<file path="src/rtl/pow2_clk_prescaler_pkg.sv">
package pow2_clk_prescaler_pkg;
  localparam int unsigned EXP_W = 4;
  typedef logic [EXP_W-1:0] exp_t;

  function automatic exp_t sat_exp(input exp_t e, input int unsigned max_e);
    return (e > exp_t'(max_e)) ? exp_t'(max_e) : e;
  endfunction
endpackage

</file>
<file path="src/rtl/pcp_sync.sv">
module pcp_sync #(
  parameter int unsigned STAGES  = 2,
  parameter bit          RST_VAL = 1'b0
) (
  input  logic clk_i,
  input  logic rst_ni,
  input  logic d_i,
  output logic q_o
);
  logic [STAGES-1:0] sr_q;

  generate
    if (STAGES == 1) begin : g_one
      always_ff @(posedge clk_i or negedge rst_ni)
        if (!rst_ni) sr_q <= RST_VAL;
        else         sr_q <= d_i;
    end else begin : g_chain
      always_ff @(posedge clk_i or negedge rst_ni)
        if (!rst_ni) sr_q <= {STAGES{RST_VAL}};
        else         sr_q <= {sr_q[STAGES-2:0], d_i};
    end
  endgenerate

  assign q_o = sr_q[STAGES-1];
endmodule

</file>
<file path="src/rtl/pcp_pdn_filter.sv">
module pcp_pdn_filter
  import pow2_clk_prescaler_pkg::*;
#(
  parameter int unsigned MAX_EXP      = 8,
  parameter int unsigned DEGLITCH_CYC = 16
) (
  input  logic clk_i,
  input  logic rst_ni,
  input  logic pdn_ns_i,
  input  exp_t act_exp_i,
  output logic pd_req_o
);
  localparam int unsigned LIM   = (4 << MAX_EXP) + DEGLITCH_CYC + 1;
  localparam int unsigned CNT_W = $clog2(LIM + 1);

  logic [CNT_W-1:0] low_cnt_q, thr;

  // two output periods (4 half phases) plus deglitch
  assign thr = CNT_W'((32'd4 << act_exp_i) + DEGLITCH_CYC);

  always_ff @(posedge clk_i or negedge rst_ni) begin
    if (!rst_ni) begin
      low_cnt_q <= '0;
      pd_req_o  <= 1'b0;
    end else begin
      if (pdn_ns_i)                      low_cnt_q <= '0;
      else if (low_cnt_q != CNT_W'(LIM)) low_cnt_q <= low_cnt_q + 1'b1;
      pd_req_o <= !pdn_ns_i && (low_cnt_q >= thr);
    end
  end

  // no request before the shortest possible threshold has elapsed
  assert_pd_min_R8: assert property (@(posedge clk_i) disable iff (!rst_ni)
    $rose(pd_req_o) |-> ($past(low_cnt_q) >= CNT_W'(4 + DEGLITCH_CYC)));
endmodule

</file>
<file path="src/rtl/pcp_holdoff.sv">
module pcp_holdoff #(
  parameter int unsigned HOLD_TICKS = 1024
) (
  input  logic clk_i,
  input  logic rst_ni,
  input  logic pd_req_i,
  output logic done_o
);
  localparam int unsigned HOLD_W = $clog2(HOLD_TICKS + 1);

  logic [HOLD_W-1:0] cnt_q;

  assign done_o = (cnt_q == HOLD_W'(HOLD_TICKS));

  always_ff @(posedge clk_i or negedge rst_ni) begin
    if (!rst_ni)       cnt_q <= '0;
    else if (pd_req_i) cnt_q <= '0;
    else if (!done_o)  cnt_q <= cnt_q + 1'b1;
  end
endmodule

</file>
<file path="src/rtl/pcp_divider.sv">
module pcp_divider
  import pow2_clk_prescaler_pkg::*;
#(
  parameter int unsigned MAX_EXP = 8
) (
  input  logic clk_i,
  input  logic rst_ni,
  input  exp_t exp_sat_i,
  input  logic want_i,
  output logic q_o,
  output logic run_o,
  output exp_t act_exp_o
);
  localparam int unsigned PH_W = (MAX_EXP > 0) ? MAX_EXP : 1;

  logic [PH_W-1:0] ph_q, half_m1;
  logic            q_q, run_q;
  exp_t            act_q;

  assign half_m1 = PH_W'((32'd1 << act_q) - 32'd1);

  always_ff @(posedge clk_i or negedge rst_ni) begin
    if (!rst_ni) begin
      ph_q  <= '0;
      q_q   <= 1'b0;
      run_q <= 1'b0;
      act_q <= '0;
    end else if (!run_q) begin
      act_q <= exp_sat_i;
      ph_q  <= '0;
      if (want_i) begin
        run_q <= 1'b1;
        q_q   <= 1'b1;
      end
    end else if (ph_q != half_m1) begin
      ph_q <= ph_q + 1'b1;
    end else begin
      ph_q <= '0;
      if (q_q) begin
        q_q <= 1'b0;
      end else if (want_i) begin
        q_q   <= 1'b1;
        act_q <= exp_sat_i;          // ratio change only at a rising edge
      end else begin
        run_q <= 1'b0;               // stop after a full low phase
      end
    end
  end

  assign q_o       = q_q;
  assign run_o     = run_q;
  assign act_exp_o = act_q;

  // check-only phase length tracker
  logic            q_d;
  logic [PH_W:0]   len_q;
  always_ff @(posedge clk_i or negedge rst_ni) begin
    if (!rst_ni) begin
      q_d   <= 1'b0;
      len_q <= '0;
    end else begin
      q_d <= q_q;
      if (q_d != q_q)   len_q <= (PH_W+1)'(1);
      else if (~&len_q) len_q <= len_q + 1'b1;
    end
  end

  assert_phase_width_R1: assert property (@(posedge clk_i) disable iff (!rst_ni)
    (run_q && $past(run_q) && (q_q != q_d)) |-> (len_q == (PH_W+1)'(32'd1 << $past(act_q))));

  assert_exp_at_rise_R3: assert property (@(posedge clk_i) disable iff (!rst_ni)
    (run_q && $past(run_q) && (act_q != $past(act_q))) |-> (q_q && !$past(q_q)));

  assert_exp_sat_R2: assert property (@(posedge clk_i) disable iff (!rst_ni)
    act_q <= exp_t'(MAX_EXP));
endmodule

</file>
<file path="src/rtl/pow2_clk_prescaler.sv">
module pow2_clk_prescaler
  import pow2_clk_prescaler_pkg::*;
#(
  parameter int unsigned MAX_EXP      = 8,
  parameter int unsigned HOLD_CYC     = 512,
  parameter int unsigned DEGLITCH_CYC = 16,
  parameter int unsigned SYNC_STAGES  = 2
) (
  input  logic       clk_i,
  input  logic       rst_ni,
  input  logic [3:0] exp_i,
  input  logic       oe_i,
  input  logic       pdn_ni,
  output logic       clk_o,
  output logic       out_valid_o
);
  localparam int unsigned HOLD_TICKS = 2 * HOLD_CYC;

  logic oe_s, pdn_ns, pd_req, hold_done, want;
  exp_t act_exp;

  pcp_sync #(.STAGES(SYNC_STAGES), .RST_VAL(1'b0)) u_oe_sync (
    .clk_i, .rst_ni, .d_i(oe_i), .q_o(oe_s));

  pcp_sync #(.STAGES(SYNC_STAGES), .RST_VAL(1'b1)) u_pdn_sync (
    .clk_i, .rst_ni, .d_i(pdn_ni), .q_o(pdn_ns));

  pcp_pdn_filter #(.MAX_EXP(MAX_EXP), .DEGLITCH_CYC(DEGLITCH_CYC)) u_filter (
    .clk_i, .rst_ni, .pdn_ns_i(pdn_ns), .act_exp_i(act_exp), .pd_req_o(pd_req));

  pcp_holdoff #(.HOLD_TICKS(HOLD_TICKS)) u_hold (
    .clk_i, .rst_ni, .pd_req_i(pd_req), .done_o(hold_done));

  assign want = oe_s && !pd_req && hold_done;

  pcp_divider #(.MAX_EXP(MAX_EXP)) u_div (
    .clk_i, .rst_ni,
    .exp_sat_i(sat_exp(exp_i, MAX_EXP)),
    .want_i(want),
    .q_o(clk_o),
    .run_o(out_valid_o),
    .act_exp_o(act_exp));

  assert_off_low_R4: assert property (@(posedge clk_i) disable iff (!rst_ni)
    !out_valid_o |-> !clk_o);

  // output may only start once the hold-off has elapsed
  assert_start_gate_R6: assert property (@(posedge clk_i) disable iff (!rst_ni)
    $rose(out_valid_o) |-> ($past(hold_done) && !$past(pd_req)));

  assert_start_oe_R5: assert property (@(posedge clk_i) disable iff (!rst_ni)
    $rose(out_valid_o) |-> ($past(oe_s) && clk_o));

  assert_pd_off_R7: assert property (@(posedge clk_i) disable iff (!rst_ni)
    (pd_req && !out_valid_o) |=> !out_valid_o);
endmodule

</file>
<file path="config.mk">
export PLATFORM = sky130hd
export DESIGN_NAME = pow2_clk_prescaler
export DESIGN_NICKNAME = d
export VERILOG_FILES = /design/src/rtl/pow2_clk_prescaler_pkg.sv /design/src/rtl/pcp_sync.sv /design/src/rtl/pcp_pdn_filter.sv /design/src/rtl/pcp_holdoff.sv /design/src/rtl/pcp_divider.sv /design/src/rtl/pow2_clk_prescaler.sv
export SDC_FILE = /design/constraint.sdc
export NUM_CORES = 1
export LEC_CHECK = 0
export ABC_AREA = 1
export ABC_CLOCK_PERIOD_IN_PS = 1930
export CAP_MARGIN = 15
export CELL_PAD_IN_SITES_DETAIL_PLACEMENT = 1
export CELL_PAD_IN_SITES_GLOBAL_PLACEMENT = 2
export CORE_MARGIN = 3
export CORE_UTILIZATION = 32
export DETAILED_ROUTE_END_ITERATION = 8
export PLACE_DENSITY_LB_ADDON = 0.1
export RECOVER_POWER = 25
export SLEW_MARGIN = 20
export SYNTH_ARGS = -nofsm -noshare
export SYNTH_HDL_FRONTEND = slang
export SYNTH_SLANG_ARGS = --single-unit
export TNS_END_PERCENT = 30
</file>
<file path="constraint.sdc">
create_clock -name clk_i -period 1.93 [get_ports clk_i]
set_input_delay 0.193 -clock clk_i [delete_from_list [all_inputs] [get_ports clk_i]]
set_output_delay 0.193 -clock clk_i [all_outputs]
set_load 0.005 [all_outputs]
</file>
* After elaboration in Yosys (flattened, before gate mapping)
Index checks and enable logic that the tools add are counted.
Storage, ports and cells: bits in registers 41, input port bits 8, output and inout bits 2, word-level logic and storage cells 53
Operators by class: $add $sub $neg 5, order comparisons 2, equal/unequal tests 7, shifts and indexed selects 2, mux-type cells 19, reductions and logical operators 9
Operators by type and width (count):
- $mux W11 | 4
- $add A11 B1 Y11 const B | 2
- $mux W4 | 5
- $mux W8 | 2
- $add A11 B5 Y11 const B | 1
- $eq A11 B11 Y1 const B | 1
- $ge A11 B11 Y1 | 1
- $ne A11 B11 Y1 const B | 1
- $shl A3 B4 Y11 const A | 1
- $add A8 B1 Y8 const B | 1
- $mux W1 | 8
- $ne A8 B8 Y1 | 1
- $shl A1 B4 Y8 const A | 1
- $sub A8 B1 Y8 const B | 1
- $gt A4 B4 Y1 const B | 1
- $ne A2 B1 Y1 const B | 2
- $ne A2 B2 Y1 const B | 2
- $reduce_bool A2 Y1 | 2
- $logic_and A1 B1 Y1 | 3
- $reduce_and A3 Y1 | 1
- $logic_not A1 Y1 | 2
- $reduce_and A2 Y1 | 1

* Depth between registers and ports, before layout
Gate-level depths: netlist (run 1).
depth after elaboration 7, depth in mapped cells 16, depth with buffers taken out 16

* Hierarchy
From an unflattened synthesis (run 1), not the netlist that was laid out.
Unflattened totals: cells, all modules 371, area, all modules 2732.6 sq um
By module, submodules not included:
- pcp_pdn_filter | times used 1, cells each 139, area an instance 985.9 sq um, seq. area each 300.3 sq um
- pcp_divider | times used 1, cells each 129, area an instance 949.7 sq um, seq. area each 350.3 sq um
- pcp_holdoff | times used 1, cells each 88, area an instance 648.1 sq um, seq. area each 275.3 sq um
- pcp_sync at u_pdn_sync | times used 1, cells each 2, area an instance 52.6 sq um, seq. area each 52.6 sq um
- pcp_sync at u_oe_sync | times used 1, cells each 2, area an instance 50.0 sq um, seq. area each 50.0 sq um
- pow2_clk_prescaler | times used 1, cells each 11, area an instance 46.3 sq um, seq. area each 0.0 sq um

* Least setup slack after synthesis (run 1)
OpenSTA, ideal clock, no wires.
path kind reg-to-reg, start register u_div.act_q[3], in the netlist u_div.act_exp_o[3], end register u_div.run_q, in the netlist u_div.run_o, library setup time 0.131 ns, arrival time 1.874 ns, required time 1.799 ns, slack -0.075 ns, stages on the path, launching flop included 13, path buffers 1, period minus slack after synthesis 2.005 ns, cells stage by stage dfrtp_1 nor2_1 nand2_1 ha_1 nand2_1 nand2_1 nor2_1 nand2_1 nor2_1 nand3_2 o21bai_4 buf_6 o211ai_1
Between the ends: cells in the longest elaborated chain, start to end 5
Ends and longest elaborated chain:
- from (decl) | RTL line pcp_divider.sv:18 | exp_t act_q;
- from (signal assigned) | RTL line pcp_divider.sv:29 | act_q <= exp_sat_i;
- from (signal assigned) | RTL line pcp_divider.sv:43 | act_q <= exp_sat_i;
- $shl A1 B4 Y8 | RTL line pcp_divider.sv:20 | assign half_m1 = PH_W'((32'd1 << act_q) - 32'd1);
- $sub A8 B1 Y8 | RTL line pcp_divider.sv:20
- $ne A8 B8 Y1 | RTL line pcp_divider.sv:35 | end else if (ph_q != half_m1) begin
- $mux W1 | RTL line pcp_divider.sv:35
- $mux W1 | RTL line pcp_divider.sv:28 | end else if (!run_q) begin
- to (signal assigned) | RTL line pcp_divider.sv:26 | run_q <= 1'b0;
- to (signal assigned) | RTL line pcp_divider.sv:32 | run_q <= 1'b1;
- to (signal assigned) | RTL line pcp_divider.sv:45 | run_q <= 1'b0;
- to (decl) | RTL line pcp_divider.sv:17 | logic q_q, run_q;
Every way passes these cells. A chain may end at the register's enable or synchronous reset.

* Worst setup path after layout (run 1)
start register u_div.act_q[0], in the netlist u_div.act_exp_o[0], end register u_div.run_q, in the netlist u_div.run_o
The elaborated chain is that of the path after synthesis.

==> run_results.csv, run 1 <==
group,metric,value,unit
global_routing,antenna_found_initial,0,
logic_synthesis,synthAdderAreaFrac,9.07,%
placed_design,place_ws,-0.224,ns
setup_path,cp-start-kind,"flop",
clocking,ctsLongestPathBuffers,2,
logic_synthesis,ys_ff_latch,41,
worst_hold_path,min-delay-path-class,"reg -> reg",
outcome,status,"finished, violations left",
route,wl_per_cell,13.4,um
power,power_density,704,nW/um2
setup_path,worstPathMaxFanout,6,
power,power_switching_share,30.8,%
timing,slew_headroom,40.5,%
final_layout,drive_gt1_share,22.6,%
power,ir_drop,516,uV
die,io-pin-count,10,
timing,setup_viol,15,
outcome,violations,"negative setup slack",
global_routing,gr-total-overflow,0,
route,drt-total-wl,6290,um
timing,timing.fmax,495,MHz
final_layout,layout.nets,397,
die,fp.coreArea,7410,um2
timing,fin_ws,-0.0892,ns
route,vias,2211,
timing,worst_pin_slew,0.892,ns
logic_synthesis,synthXorXnorAreaFrac,2.12,%
die,die_w,94.1,um
logic_synthesis,synthTopCellsByCount,"69 x nand2_1, 58 x inv_1, 39 x dfrtp_1",
route,drt_iter0_markers,63,
die,start_util,33.5,%
placed_design,placed_cells,457,
logic_synthesis,synth_cell_type_count,27,
route,drcViolationCount,0,
power,comb_power_share,21.2,%
power,power,2.24,mW
timing,finalCritPeriodShare,105,%
global_routing,grt_start_max_net_pins,16,
clocking,cts_buffers,5,
flow_run,cap_violations,0,
clocking,cts.reportedPaths.clkPinSlew,0.08,ns
logic_synthesis,seq_area_frac_synth,41.4,%
timing,totalNegativeSetupSlack,-0.962,ns
die,std_cell_rows,31,
final_layout,area_growth,27.8,%
clocking,cts_root_buf,"clkbuf_8",
global_routing,grt_usage,15.7,%
power,seqPwrFrac,46.7,%
logic_synthesis,synth_compound_gate_area_share,9.72,%
global_routing,grt_pass1_wl,10900,um
global_routing,first_global_vias,2241,
logic_synthesis,ys_warn_count,0,
timing,rsz0062_at_grt,"yes",
timing,fin_skew,0.00782,ns
timing,hold_viol,0,
placed_design,portBuffers,9,
logic_synthesis,netlist_instances,325,
clocking,cts_tree,"done",
clocking,clk-insertion-delay-late,0.29,ns
logic_synthesis,synthArstFlopShare,100,%
clocking,cts-htree-levels,2,
final_layout,num_antenna_cells,0,
logic_synthesis,synth_mux_area_share,0,%
power,p_int,1.55,mW
logic_synthesis,yosysMostFrequentCell,"nand2_1",
setup_path,worstPathArrival,2.19,ns
timing,slew_violations,0,
logic_synthesis,yosysTopAreaCellShare,39.3,%
setup_path,end_kind,"flop",
timing,period_minus_slack,2.02,ns
logic_synthesis,synth_area_leaders,"dfrtp_1 39%, nand2_1 10%, ha_1 9.1%, inv_1 8.8%, nor2_1 4.5%",
logic_synthesis,synth-simple-area-share,28.3,%
route,viasPerCell,4.69,
placed_design,hpwlAfterDp,4920,um
setup_path,criticalPathCategory,"reg -> reg",
placed_design,gp_congestion,0.753,
power,clkPwrFrac,32.1,%
power,p_leak,1.53,nW
power,p_switching,0.688,mW
final_layout,nFillCells,910,
route,final_antenna_net_count,0,
logic_synthesis,synthFlopType,"dfrtp_1",
final_layout,fin_cells,471,
route,dr.pass1.iters,4,
logic_synthesis,avgSynthCellArea,7.64,um2
logic_synthesis,synth-edff-count,0,
clocking,cts.sinks,41,
die,fp.dieArea,8850,um2
die,die_h,94.1,um
logic_synthesis,synth_top_family_by_area,"simple AND/OR/NAND/NOR gates",
logic_synthesis,synth_top_cell_by_area,"dfrtp_1",
logic_synthesis,syn-cell-area,2480,um2
logic_synthesis,syn_nets,351,
setup_path,required,2.10,ns
final_layout,final_core_util,42.8,%
final timing paths:
path                       slack [ns]                                 to  depth (start not counted)                      startpoint
max reg2reg                     -0.09              u_div.run_o$_DFF_PN0_                         14  u_div.act_exp_o[0]$_DFFE_PN0P_
max                             -0.09              u_div.run_o$_DFF_PN0_                         14  u_div.act_exp_o[0]$_DFFE_PN0P_
max in group asynchronous        0.60       u_pdn_sync.sr_q[1]$_DFF_PN1_                          3                          rst_ni
min                              0.36        u_oe_sync.sr_q[1]$_DFF_PN0_                          0     u_oe_sync.sr_q[0]$_DFF_PN0_
min in group asynchronous        0.53  u_filter.low_cnt_q[9]$_DFFE_PN0P_                          2                          rst_ni
min reg2reg                      0.36        u_oe_sync.sr_q[1]$_DFF_PN0_                          0     u_oe_sync.sr_q[0]$_DFF_PN0_
cells in the final DEF (no fill, tap or decap), types with 2 or more instances in the layout:
cell / synthesis / routed
o21ai_0: 17 / 15
nor4_1: 3 / 2
clkdlybuf4s50_1: 0 / 6
a21oi_1: 17 / 16
nand3_1: 21 / 19
nor3_1: 17 / 16
ha_1: 18 / 17
nor2_1: 30 / 22
nand3_2: 2 / 3
xor2_1: 6 / 6
nand2_2: 2 / 11
dlygate4sd3_1: 0 / 3
nor2_4: 0 / 5
nand3b_1: 2 / 2
o211ai_1: 2 / 2
or2_2: 2 / 2
inv_1: 58 / 53
buf_4: 0 / 27
o21ai_2: 0 / 2
nand4_1: 6 / 6
dfstp_2: 2 / 2
clkbuf_8: 0 / 5
inv_2: 0 / 5
nand2_1: 69 / 59
a31oi_1: 3 / 3
buf_6: 1 / 3
nor2_2: 2 / 5
dfrtp_1: 39 / 35
dfrtp_2: 0 / 4
final cells by class:
type | instances | area (um2) | area share (%)
inverters | 59 | 221 | 6.98
flip-flops and latches | 41 | 1030 | 32.6
clock inverters | 3 | 46.3 | 1.46
multi-input cells | 224 | 1350 | 42.5
repair buffers | 40 | 330 | 10.4
clock buffers | 5 | 68.8 | 2.17
well taps | 99 | 124 | 3.90
logic make-up after synthesis:
group	Yosys count
flip-flops	41
buffers and inverters	60
AND/OR/NAND/NOR	158
adder cells (fa/ha/maj)	18
AO/OA/AOI/OAI	42
XOR/XNOR	6
power groups by stage:
stage / logic, mW / clock network, mW / registers, mW
after floorplan: 0.302 / 0 / 1.03
after global placement: 0.432 / 0 / 1.05
after detailed placement: 0.450 / 0 / 1.06
after CTS: 0.473 / 0.758 / 1.04
after global routing: 0.554 / 0.790 / 1.07
final: 0.475 / 0.717 / 1.04
what timing repair did:
| action | CTS | global route |
|---|---|---|
| endpoints found under the hold margin | 13 | 0 |
| hold buffers | 1 | 0 |
| endpoints found under the setup margin | 15 | 16 |
| resized for setup | 31 | 16 |
| buffers inserted | 3 | 2 |
| pin swaps | 12 | 13 |
metal layers:
layer	vias up	share of wire (%)	global-route usage, %
met1	1056	47	20.6
li1	1139	-	-
met4	0	0.87	3.97
met3	4	1.7	2.80
met5	-	0	0
met2	12	50	26.7
per-stage QoR:
step | hold WS, ns | area, um2
global placement | 0.133 | 2870
finish | 0.355 | 3170
floorplan | -0.103 | 2490
CTS | 0.298 | 3100
global route | 0.369 | 3170
detailed placement | 0.142 | 2870
critical path, stage by stage (launching register included):
cell and delay [ns]:
dfrtp_2 0.46, inv_2 0.08, nor2_4 0.12, nand2_2 0.09, ha_4 0.27, inv_2 0.03, nand2_2 0.04, nand2_1 0.04
nor2_1 0.10, nand2_1 0.07, nor2_2 0.12, nand3_4 0.11, o21bai_4 0.15, buf_6 0.14, o211ai_1 0.08
registers in the layout, indices dropped and copies added, names as in the netlist, 2 cells and up:
register	cells
u_filter.low_cnt_q	11
u_hold.cnt_q	11
u_div.ph_q	8
u_div.act_exp_o	4
u_oe_sync.sr_q	2
u_pdn_sync.sr_q	2
(Power assumes the default switching activity.)
==> inputs of run 2 (changes only) <==
Settings changed: CELL_PAD_IN_SITES_DETAIL_PLACEMENT 1 to 0, CELL_PAD_IN_SITES_GLOBAL_PLACEMENT 2 to 1, CORE_UTILIZATION 32 to 41.
==> run_results.csv, run 2 (same netlist as run 1, synthesis figures left out) <==
group,metric,value,unit
timing,fin_ws,-0.101,ns
final_layout,multi_input_area,1310,um2
timing,rsz0062_at_grt,"yes",
final_layout,reg_top3,"u_filter.low_cnt_q x11, u_hold.cnt_q x11, u_div.ph_q x8",
final_layout,num_antenna_cells,0,
final_layout,nFillCells,564,
clocking,cts_buffers,5,
final_layout,drive_gt1_share,18.9,%
route,dr.pass1.iters,6,
power,ir_drop,515,uV
outcome,violations,"negative hold slack, negative setup slack",
global_routing,antenna_found_initial,0,
clocking,cts.reportedPaths.clkPinSlew,0.09,ns
power,p_int,1.40,mW
die,die_h,83.8,um
final_layout,fin_cells,442,
timing,worst_pin_slew,0.796,ns
global_routing,first_global_vias,2016,
setup_path,max_stage_delay,0.44,ns
global_routing,gr-usage-met2,25.9,%
power,p_leak,1.52,nW
timing,slew_headroom,47.0,%
flow_run,cap_violations,0,
setup_path,end_kind,"flop",
die,io-pin-count,10,
clocking,cts_tree,"done",
placed_design,gp_congestion,0.815,
worst_hold_path,min-delay-path-class,"in -> async",
setup_path,reg2reg_from,"u_div.act_exp_o[2]$_DFFE_PN0P_",
die,std_cell_rows,27,
setup_path,startpoint,"u_div.act_exp_o[2]$_DFFE_PN0P_",
power,p_switching,0.663,mW
route,viasPerCell,4.84,
timing,finalCritPeriodShare,105,%
timing,totalNegativeSetupSlack,-1.23,ns
setup_path,worstPathMaxFanout,8,
setup_path,crit_family,"simple AND/OR/NAND/NOR gates",
timing,whs,-0.0308,ns
timing,hold_viol,31,
timing,slew_violations,0,
global_routing,use_met3,3.65,%
die,fp.dieArea,7030,um2
placed_design,placed_cells,431,
setup_path,cp-start-kind,"flop",
timing,period_minus_slack,2.03,ns
clocking,ctsLongestPathBuffers,2,
setup_path,worstPathArrival,2.22,ns
die,start_util,43.8,%
setup_path,cp_slowest_cell,"dfrtp_1",
timing,fin_skew,0.0141,ns
global_routing,grt_usage,16.8,%
route,drt_iter0_markers,81,
global_routing,gr-total-overflow,0,
route,final_antenna_net_count,0,
setup_path,crit_top_cell,"buf_6",
outcome,status,"finished, violations left",
timing,setup_viol,15,
route,wl_per_cell,12.3,um
placed_design,place_ws,-0.102,ns
power,seqPwrFrac,50.4,%
final_layout,final_common_cell,"nand2_1",
placed_design,portBuffers,9,
final_layout,seqCellArea,1030,um2
global_routing,grt_start_max_net_pins,36,
setup_path,path_cells,"nor2_4, buf_6, buf_6, nand2_4, ha_4, nand2_2, nand3b_1, nand2_1, nand2_1, nand3_2, o21bai_4, buf_6, nor3_2",
route,drcViolationCount,0,
power,clkPwrFrac,28.1,%
clocking,cts_root_buf,"clkbuf_8",
setup_path,critPathBufInv,3,
final_layout,final_core_util,53.9,%
power,power,2.07,mW
timing,timing.fmax,492,MHz
route,drt-total-wl,5420,um
clocking,cts.sinks,41,
power,comb_power_share,21.6,%
clocking,clk-insertion-delay-late,0.30,ns
global_routing,busiest_layer,"met2",
setup_path,criticalPathCategory,"reg -> reg",
clocking,cts-htree-levels,2,
final_layout,layout_common_cells,"63 x nand2_1, 57 x inv_1, 37 x dfrtp_1",
die,die_w,83.8,um
global_routing,grt_pass1_wl,9580,um
clocking,ctsHoldBuffers,0,
die,fp.coreArea,5680,um2
setup_path,required,2.11,ns
power,power_switching_share,32.1,%
power,power_density,675,nW/um2
placed_design,hpwlAfterDp,4140,um
global_routing,grtUsageMet1,23.9,%
route,vias,2141,
final_layout,area_growth,23.2,%
final_layout,layout.nets,395,
-- run 2: cell count changes in the layout (fill, tap and decap cells not counted), moves of 4 or more --
cell,before,now
inv_1,53,57
inv_2,5,1
nand2_1,59,63
nand2_2,11,7
nor2_4,5,1
-- run 2: power groups by stage --
stage	clock network, mW	registers, mW	logic (mW)
floorplan	0	1.03	0.302
global route	0.634	1.05	0.531
global placement	0	1.06	0.421
detailed placement	0	1.06	0.429
CTS	0.595	1.04	0.444
finish	0.580	1.04	0.445
-- run 2: timing repair --
| item | CTS | global route |
|---|---|---|
| gates resized for setup | 20 | 11 |
| pin swaps | 2 | 4 |
| hold endpoints to repair | 0 | 0 |
| endpoints found under the setup margin | 15 | 15 |
| setup buffers | 1 | 2 |
-- run 2: worst paths after layout --
check / end / depth (start not counted) / slack [ns]
min in group clk_i: u_pdn_sync.sr_q[1]$_DFF_PN1_ / 0 / 0.36
hold / removal: u_filter.low_cnt_q[7]$_DFFE_PN0P_ / 1 / -0.03
setup reg to reg: u_div.ph_q[5]$_DFF_PN0_ / 13 / -0.10
max in group asynchronous: u_hold.cnt_q[4]$_DFFE_PN0P_ / 2 / 1.39
setup / recovery: u_div.ph_q[5]$_DFF_PN0_ / 13 / -0.10
hold reg to reg: u_pdn_sync.sr_q[1]$_DFF_PN1_ / 0 / 0.36
-- run 2: area by class of cell --
cell class                      instances  share of cell area, %
Timing Repair Buffer                   38                   10.5
Tap cell                               72                   2.94
Clock inverter                          3                  0.572
Clock buffer                            5                   2.25
Inverter                               59                   7.24
Multi-Input combinational cell        224                   42.8
Sequential cell                        41                   33.7
-- run 2: metal layers --
layer / up-vias / wire [um]
met4: 0 / 52
met5: - / 0
met1: 985 / 2790
met2: 18 / 2460
li1: 1134 / -
met3: 4 / 125
-- run 2: metrics by stage --
step,hold slack [ns],instance area (um2)
floorplan,-0.103,2490
global placement,0.333,2850
detailed placement,0.339,2850
CTS,0.0123,3010
global route,0.0455,3060
finish,-0.0308,3060
